<file path="config.mk">
export PLATFORM = sky130hd
export DESIGN_NAME = fx_group_extract
export DESIGN_NICKNAME = d
export VERILOG_FILES = /design/src/rtl/fx_pkg.sv /design/src/rtl/fx_slot_chain.sv /design/src/rtl/fx_thread_state.sv /design/src/rtl/fx_group_extract.sv
export SDC_FILE = /design/constraint.sdc
export NUM_CORES = 2
export LEC_CHECK = 0
export BUFFER_PORTS_ARGS = -buffer_cell sky130_fd_sc_hd__buf_2
export CAP_MARGIN = 30
export CORE_AREA = 2 2 479 481
export DETAILED_ROUTE_END_ITERATION = 10
export DIE_AREA = 0 0 481 483
export PLACE_DENSITY = 0.41
export SKIP_CTS_REPAIR_TIMING = 1
export SYNTH_ARGS = -nofsm -noshare
export SYNTH_HDL_FRONTEND = slang
export SYNTH_HIERARCHICAL = 1
export SYNTH_SLANG_ARGS = --single-unit
</file>
<file path="constraint.sdc">
create_clock -name clk -period 7.8 [get_ports clk]
set_input_delay 1.17 -clock clk [delete_from_list [all_inputs] [get_ports clk]]
set_output_delay 1.17 -clock clk [all_outputs]
set_load 0.02 [all_outputs]
</file>
<file path="src/rtl/fx_pkg.sv">
package fx_pkg;
  localparam int LINE_BYTES = 64;
  localparam int LINE_BITS  = LINE_BYTES * 8;
  localparam int OFF_W      = $clog2(LINE_BYTES);
  localparam int INST_W     = 32;
  localparam int INST_BYTES = INST_W / 8;
  localparam logic [INST_W-1:0] NOP_WORD = 32'h0000_0013;

  // control transfer: top two bits 2'b10
  function automatic logic is_ctrl(input logic [INST_W-1:0] w);
    return w[31:30] == 2'b10;
  endfunction

  // quiesce: top byte 8'h7F
  function automatic logic is_quiesce(input logic [INST_W-1:0] w);
    return w[31:24] == 8'h7F;
  endfunction

  // starting byte offset inside the line, word aligned
  function automatic logic [OFF_W-1:0] word_off(input logic [OFF_W-1:0] low);
    return low & ~OFF_W'(INST_BYTES - 1);
  endfunction
endpackage

</file>
<file path="src/rtl/fx_slot_chain.sv">
module fx_slot_chain
  import fx_pkg::*;
#(
  parameter int SLOTS  = 4,
  parameter int ADDR_W = 32,
  parameter int CNT_W  = $clog2(SLOTS + 1)
) (
  input  logic [ADDR_W-1:0]        pc,
  input  logic [LINE_BITS-1:0]     line,
  input  logic [SLOTS-1:0]         taken,
  input  logic [SLOTS*ADDR_W-1:0]  target,
  output logic [SLOTS-1:0]         valid,
  output logic [SLOTS*INST_W-1:0]  insts,
  output logic [SLOTS*ADDR_W-1:0]  spcs,
  output logic [SLOTS*ADDR_W-1:0]  npcs,
  output logic [CNT_W-1:0]         count,
  output logic [ADDR_W-1:0]        last_npc,
  output logic                     quiesce_hit
);
  localparam int OW = OFF_W + $clog2(SLOTS) + 3;

  logic [ADDR_W-1:0] base;
  logic [OFF_W-1:0]  off0;
  logic [SLOTS-1:0]  run;
  logic [SLOTS-1:0]  qhit;

  assign base   = {pc[ADDR_W-1:OFF_W], {OFF_W{1'b0}}};
  assign off0   = word_off(pc[OFF_W-1:0]);
  assign run[0] = 1'b1;

  for (genvar i = 0; i < SLOTS; i++) begin : g_slot
    logic [OW-1:0]     off_i;
    logic              in_line;
    logic [INST_W-1:0] w;
    logic              br_taken;
    logic              ends;
    logic [ADDR_W-1:0] spc;

    assign off_i    = OW'(off0) + OW'(INST_BYTES * i);
    assign in_line  = off_i < OW'(LINE_BYTES);
    assign w        = line[{off_i[OFF_W-1:0], 3'b000} +: INST_W];
    assign br_taken = is_ctrl(w) && taken[i];
    assign valid[i] = run[i] && in_line;
    assign ends     = br_taken || is_quiesce(w);
    assign qhit[i]  = valid[i] && is_quiesce(w);
    assign spc      = base + ADDR_W'(off_i);

    assign insts[i*INST_W +: INST_W] = w;
    assign spcs[i*ADDR_W +: ADDR_W]  = spc;
    assign npcs[i*ADDR_W +: ADDR_W]  = br_taken ? target[i*ADDR_W +: ADDR_W]
                                                : spc + ADDR_W'(INST_BYTES);
    if (i < SLOTS - 1) begin : g_next
      assign run[i+1] = valid[i] && !ends;
    end
  end

  always_comb begin
    count    = '0;
    last_npc = npcs[ADDR_W-1:0];
    for (int i = 0; i < SLOTS; i++) begin
      if (valid[i]) begin
        count    = count + CNT_W'(1);
        last_npc = npcs[i*ADDR_W +: ADDR_W];
      end
    end
  end

  assign quiesce_hit = |qhit;
endmodule

</file>
<file path="src/rtl/fx_thread_state.sv">
module fx_thread_state #(
  parameter int              ADDR_W   = 32,
  parameter int              SEQ_W    = 16,
  parameter int              CNT_W    = 3,
  parameter logic [ADDR_W-1:0] RESET_PC = '0
) (
  input  logic              clk,
  input  logic              rst_n,
  input  logic              redirect_valid,
  input  logic [ADDR_W-1:0] redirect_pc,
  input  logic              fetch_valid,
  input  logic              fetch_fault,
  input  logic [CNT_W-1:0]  count,
  input  logic [ADDR_W-1:0] last_npc,
  input  logic              quiesce_hit,
  output logic [ADDR_W-1:0] pc_q,
  output logic [ADDR_W-1:0] npc_q,
  output logic [SEQ_W-1:0]  seq_q,
  output logic              qp_q,
  output logic              tp_q,
  output logic              accept
);
  localparam logic [ADDR_W-1:0] STEP = ADDR_W'(4);

  assign accept = fetch_valid && !redirect_valid && !qp_q && !tp_q;

  always_ff @(posedge clk) begin
    if (!rst_n) begin
      pc_q  <= RESET_PC;
      npc_q <= RESET_PC + STEP;
      seq_q <= '0;
      qp_q  <= 1'b0;
      tp_q  <= 1'b0;
    end else if (redirect_valid) begin
      pc_q  <= redirect_pc;
      npc_q <= redirect_pc + STEP;
      qp_q  <= 1'b0;
      tp_q  <= 1'b0;
    end else if (accept) begin
      if (fetch_fault) begin
        tp_q  <= 1'b1;
        seq_q <= seq_q + SEQ_W'(1);
      end else begin
        pc_q  <= last_npc;
        npc_q <= last_npc + STEP;
        seq_q <= seq_q + SEQ_W'(count);
        if (quiesce_hit) qp_q <= 1'b1;
      end
    end
  end

  // a waiting thread holds its PC and sequence number
  a_r10_hold_state: assert property (@(posedge clk) disable iff (!rst_n)
    (qp_q || tp_q) && !redirect_valid |=> pc_q == $past(pc_q) && seq_q == $past(seq_q));
endmodule

</file>
<file path="src/rtl/fx_group_extract.sv">
module fx_group_extract
  import fx_pkg::*;
#(
  parameter int                SLOTS    = 4,
  parameter int                ADDR_W   = 32,
  parameter int                SEQ_W    = 16,
  parameter int                FAULT_W  = 4,
  parameter logic [ADDR_W-1:0] RESET_PC = 32'h0000_1000,
  localparam int               CNT_W    = $clog2(SLOTS + 1)
) (
  input  logic                     clk,
  input  logic                     rst_n,
  input  logic                     redirect_valid,
  input  logic [ADDR_W-1:0]        redirect_pc,
  input  logic                     fetch_valid,
  input  logic                     fetch_fault,
  input  logic [FAULT_W-1:0]       fault_code,
  input  logic [LINE_BITS-1:0]     line_data,
  input  logic [SLOTS-1:0]         pred_taken,
  input  logic [SLOTS*ADDR_W-1:0]  pred_target,
  output logic [ADDR_W-1:0]        req_addr,
  output logic [ADDR_W-1:0]        thread_pc,
  output logic [ADDR_W-1:0]        thread_npc,
  output logic [SLOTS-1:0]         slot_valid,
  output logic [CNT_W-1:0]         slot_count,
  output logic                     wr_active,
  output logic [SLOTS*INST_W-1:0]  slot_inst,
  output logic [SLOTS*ADDR_W-1:0]  slot_pc,
  output logic [SLOTS*SEQ_W-1:0]   slot_seq,
  output logic [SLOTS*ADDR_W-1:0]  slot_npc,
  output logic                     slot_fault,
  output logic [FAULT_W-1:0]       slot_fault_code,
  output logic                     quiesce_pending,
  output logic                     trap_pending
);
  // events between the pieces, named for the assertions
  logic [SLOTS-1:0]        c_valid;
  logic [SLOTS*INST_W-1:0] c_inst;
  logic [SLOTS*ADDR_W-1:0] c_spc;
  logic [SLOTS*ADDR_W-1:0] c_npc;
  logic [CNT_W-1:0]        c_count;
  logic [ADDR_W-1:0]       c_last_npc;
  logic                    c_quiesce;
  logic [ADDR_W-1:0]       pc_q;
  logic [SEQ_W-1:0]        seq_q;
  logic                    accept;
  logic                    take_fault;
  logic                    take_group;
  logic [SLOTS*SEQ_W-1:0]  seq_next;

  fx_slot_chain #(.SLOTS(SLOTS), .ADDR_W(ADDR_W), .CNT_W(CNT_W)) u_chain (
    .pc(pc_q), .line(line_data), .taken(pred_taken), .target(pred_target),
    .valid(c_valid), .insts(c_inst), .spcs(c_spc), .npcs(c_npc),
    .count(c_count), .last_npc(c_last_npc), .quiesce_hit(c_quiesce)
  );

  fx_thread_state #(.ADDR_W(ADDR_W), .SEQ_W(SEQ_W), .CNT_W(CNT_W),
                    .RESET_PC(RESET_PC)) u_state (
    .clk(clk), .rst_n(rst_n), .redirect_valid(redirect_valid),
    .redirect_pc(redirect_pc), .fetch_valid(fetch_valid),
    .fetch_fault(fetch_fault), .count(c_count), .last_npc(c_last_npc),
    .quiesce_hit(c_quiesce), .pc_q(pc_q), .npc_q(thread_npc), .seq_q(seq_q),
    .qp_q(quiesce_pending), .tp_q(trap_pending), .accept(accept)
  );

  assign take_fault = accept && fetch_fault;
  assign take_group = accept && !fetch_fault;
  assign thread_pc  = pc_q;
  assign req_addr   = {pc_q[ADDR_W-1:OFF_W], {OFF_W{1'b0}}};
  assign wr_active  = |slot_valid;

  for (genvar i = 0; i < SLOTS; i++) begin : g_seq
    assign seq_next[i*SEQ_W +: SEQ_W] = seq_q + SEQ_W'(i);
  end

  always_ff @(posedge clk) begin
    if (!rst_n) begin
      slot_valid      <= '0;
      slot_count      <= '0;
      slot_inst       <= '0;
      slot_pc         <= '0;
      slot_seq        <= '0;
      slot_npc        <= '0;
      slot_fault      <= 1'b0;
      slot_fault_code <= '0;
    end else if (take_fault) begin
      slot_valid               <= SLOTS'(1);
      slot_count               <= CNT_W'(1);
      slot_inst                <= '0;
      slot_inst[INST_W-1:0]    <= NOP_WORD;
      slot_pc                  <= '0;
      slot_pc[ADDR_W-1:0]      <= c_spc[ADDR_W-1:0];
      slot_npc                 <= '0;
      slot_npc[ADDR_W-1:0]     <= c_spc[ADDR_W-1:0] + ADDR_W'(INST_BYTES);
      slot_seq                 <= seq_next;
      slot_fault               <= 1'b1;
      slot_fault_code          <= fault_code;
    end else if (take_group) begin
      slot_valid      <= c_valid;
      slot_count      <= c_count;
      slot_inst       <= c_inst;
      slot_pc         <= c_spc;
      slot_npc        <= c_npc;
      slot_seq        <= seq_next;
      slot_fault      <= 1'b0;
      slot_fault_code <= '0;
    end else begin
      slot_valid      <= '0;
      slot_count      <= '0;
      slot_fault      <= 1'b0;
      slot_fault_code <= '0;
    end
  end

  // count and mask come from separate logic and must agree
  a_r3_count_matches: assert property (@(posedge clk) disable iff (!rst_n)
    slot_count == CNT_W'($countones(slot_valid)));
  // valid slots form an unbroken run from slot 0
  a_r3_mask_prefix: assert property (@(posedge clk) disable iff (!rst_n)
    (slot_valid & (slot_valid + SLOTS'(1))) == '0);
  // a fault group is a single slot
  a_r8_fault_single: assert property (@(posedge clk) disable iff (!rst_n)
    slot_fault |-> slot_valid == SLOTS'(1) && slot_count == CNT_W'(1));
  // nothing is emitted while waiting
  a_r10_quiet: assert property (@(posedge clk) disable iff (!rst_n)
    (quiesce_pending || trap_pending) && !redirect_valid |=> !wr_active);
  // a redirect wins over a same-cycle line
  a_r11_redirect_wins: assert property (@(posedge clk) disable iff (!rst_n)
    redirect_valid |=> !wr_active && thread_pc == $past(redirect_pc)
                       && !quiesce_pending && !trap_pending);
endmodule

</file>
==> flow_summary_export.csv <==
group,metric,value,unit
run_status,status,"complete, no violations",
timing,setup_ws,0.605,ns
global_route,grt_first_pass_wirelength,421000,um
timing,drv_slew,0,
yosys,ys_warn_count,6,
clock_network,cts_tree,"yes",
die,core,0.227,mm^2
critical_path,critPathCapture,"u_state/npc_q[31]",
pwr,pwr_density_cell,309,mW/mm^2
pwr,clockPowerShare,0.212,
yosys,synthesis.instances,4945,
yosys,synth-seq-area-share,0.237,
timing,fin_setup_tns,0,ns
layout,drive_gt1_frac,0.365,
placement,detailed_place_hpwl,250000,um
layout,nFillCells,25000,
critical_path,reg2reg_depth,17,
critical_path,r2r_setup_slack,0.61,ns
drt,met1Wirelength,122000,um
critical_path,end_kind,"flop",
timing,relSlewSlack,0.197,
global_route,grt_usage,0.261,
critical_path,critPathSlowestCell,"nor4_1",
global_route,grt_max_degree,152,
layout,area_growth,25.4,%
timing,clock.fmax,139,MHz
layout,ff_latch_area,0.0108,mm^2
drt,wl_per_cell,35.2,um
timing,clock_skew,0.0405,ns
die,dieArea,0.232,mm^2
pwr,ir_worst_vdd,0.263,mV
min_path,hp-class,"flop to flop",
timing,rsz0062_at_grt,"no",
die,start_util,0.201,
pwr,p_int,9.00,mW
yosys,synth_seq_cells,538,
timing,fin_crit_sh,0.922,
pwr,power,17.6,mW
clock_network,clockBufferDepth,3,
drt,postRouteAntennaNets,0,
placement,portBuffers,1237,
critical_path,crit_required,8.43,ns
critical_path,path_cells,"and2_1 > nor2b_1 > ha_1 > nand3_1 > nor4_1 > xnor2_1 > nor4b_2 > and4b_1 > nand4_1 > xor2_1 > a21oi_1 > a2bb2oi_1 > nand3b_1 > a221oi_1 > nand2b_1 > o31a_1 > o31ai_1",
critical_path,worst-setup-path-type,"flop to flop",
pwr,p_sw_frac,0.489,
global_route,antenna_found_initial,169,
layout,fin_nets,6558,
drt,wl_met2,149000,um
critical_path,cpPeakStageDelay,0.77,ns
critical_path,cp_top_family,"simple AND/OR/NAND/NOR gates",
critical_path,cp.arrival,7.83,ns
pwr,sequentialPowerShare,0.189,
global_route,grt_pass1_vias,46100,
yosys,synthArstFlopShare,0,
die,io_pins,1244,
critical_path,critPathLaunchType,"flop",
drt,totalWireLength,317000,um
yosys,ys.flop_type,"dfxtp_1",
clock_network,cts_root_buf,"clkbuf_16",
die,die_y,483,um
critical_path,worst-path-stages,17,
timing,setup_viol,0,
placement,gp_congestion,0.968,
clock_network,clock_latency,0.72,ns
clock_network,cts.clk_slew.worst_paths,0.06,ns
clock_network,cts_buffers,77,
critical_path,startpoint,"u_state/pc_q[4]",
drt,num_vias,48800,
drt,drt-vias-per-instance,5.42,
yosys,syn_area,0.0455,mm^2
clock_network,htreeDepth,3,
timing,hold_viol_final,0,
critical_path,timing.rr.start,"u_state/pc_q[4]",
pwr,p_comb_frac,0.599,
critical_path,path_max_fanout,18,
drt,initialDrtViolationCount,5165,
flow_run,max-cap-violations,0,
critical_path,path_buf_inv,0,
timing,tightest_slew,1.20,ns
drt,first_pass_iters,7,
drt,top_layer,"met5",
die,die_width,481,um
global_route,globalRouteOverflowTotal,0,
yosys,synth_edf_count,0,
die,rows,175,
drt,met3_length,25300,um
placement,place_ws,0.807,ns
pwr,netSwitchingPower,8.63,mW
yosys,synth_cell_types,107,
critical_path,r2r-end,"u_state/npc_q[31]",
drt,drc,0,
timing,period_needed,7.19,ns
layout,multiInputGateArea,0.0320,mm^2
pwr,p_leak,21.3,nW
clock_network,clock-sinks,538,
yosys,syn_area_per_cell,9.21,um^2
-- cell usage after synthesis (31+ instances only) --
library cell	n	area share
mux2i_1	183	0.040
buf_4	103	0.017
or3_1	33	0.0045
a21oi_1	472	0.052
a211oi_1	54	0.0089
nand2_1	650	0.054
xnor2_1	129	0.025
nor2_1	269	0.022
buf_1	51	0.0042
nand4_1	63	0.0087
dfxtp_1	538	0.24
xor2_1	78	0.015
and3_1	49	0.0067
nor4_1	40	0.0055
mux2_2	31	0.0077
nand3b_1	328	0.054
nor3_1	71	0.0078
and2_1	32	0.0044
mux4_2	533	0.26
clkbuf_1	303	0.025
o22ai_1	33	0.0045
o21ai_0	143	0.016
inv_1	65	0.0054
a31oi_1	45	0.0062
buf_2	100	0.011
nand3_1	130	0.014
-- per-stage QoR --
stage	instances	area (um^2)	utilization	hold slack, ns
floorplan	4957	45600	-	0.470
global placement	8767	54100	0.239	0.432
detailed placement	8775	54200	0.239	0.441
CTS	8910	56800	0.250	0.448
global route	8978	57000	0.251	0.460
finish	9003	57100	0.252	0.445
-- sequential cells by signal, summed over array words and instances, names as in the netlist --
name	cells
slot_inst	128
u_state/seq_q	16
slot_seq	62
slot_valid	4
slot_pc	128
slot_npc	128
u_state/npc_q	30
u_state/tp_q	1
u_state/pc_q	32
slot_fault_code	4
u_state/qp_q	1
slot_count	3
slot_fault	1
-- layout make-up --
cell class | instances | share of cell area
sequential | 538 | 0.189
multi-input combinational | 3780 | 0.560
clock inverter | 32 | 0.00653
inverter | 73 | 0.00517
clock buffer | 103 | 0.0383
antenna | 89 | 0.00390
tap | 3009 | 0.0660
timing repair buffer | 1379 | 0.131
-- logic make-up (layout without fill, tap and decap cells) --
family | Yosys count | count (layout) | synth area share
fa+ha+maj | 24 | 24 | 0.00676
flops | 538 | 538 | 0.237
other cells | 3 | 104 | 0.000247
buf+inv | 639 | 1587 | 0.0652
mux | 748 | 748 | 0.312
compound gates | 983 | 983 | 0.132
xor+xnor | 208 | 208 | 0.0402
simple gates | 1802 | 1802 | 0.208
-- metal layers --
layer / global-route usage / vias up
li1: - / 20600
met1: 0.312 / 24900
met2: 0.426 / 2706
met3: 0.0593 / 576
met4: 0.152 / 80
met5: 0 / -
-- tightest hold or removal path, cell delays in order, from the launching register on --
cell and delay [ns]:
dfxtp_1 0.31, nand2_1 0.05, a21oi_1 0.05
-- how the worst min path moves through the flow --
stage / from / to / cells past startpoint
floorplan: u_state/seq_q[10] / u_state/seq_q[10] / 2
global placement: u_state/npc_q[2] / u_state/npc_q[2] / 1
detailed placement: slot_inst[58] / slot_inst[58] / 2
CTS: slot_inst[125] / slot_inst[125] / 2
global route: slot_inst[69] / slot_inst[69] / 2
finish: slot_npc[60] / slot_npc[60] / 2
-- placed cells by master (no fill, tap or decap), types with 71 or more instances in the layout --
| cell type | count |
|---|---|
| diode_2 | 89 |
| nor2_1 | 266 |
| nor3_1 | 71 |
| clkbuf_16 | 79 |
| buf_4 | 121 |
| xnor2_1 | 126 |
| a21oi_1 | 472 |
| buf_2 | 1240 |
| mux2i_1 | 183 |
| nand3_1 | 129 |
| nand2_1 | 648 |
| nand3b_1 | 328 |
| o21ai_0 | 143 |
| mux4_2 | 533 |
| xor2_1 | 78 |
| dfxtp_1 | 528 |
-- power by group through the flow --
stage | sequential, mW | combinational, mW | clock (mW)
final | 3.33 | 10.6 | 3.75
after global placement | 3.39 | 10.3 | 0
after global routing | 3.35 | 10.9 | 3.94
after floorplan | 3.51 | 5.96 | 0
after CTS | 3.32 | 10.4 | 3.88
after detailed placement | 3.38 | 10.4 | 0
No activity file was read; power rests on OpenSTA's default activity.
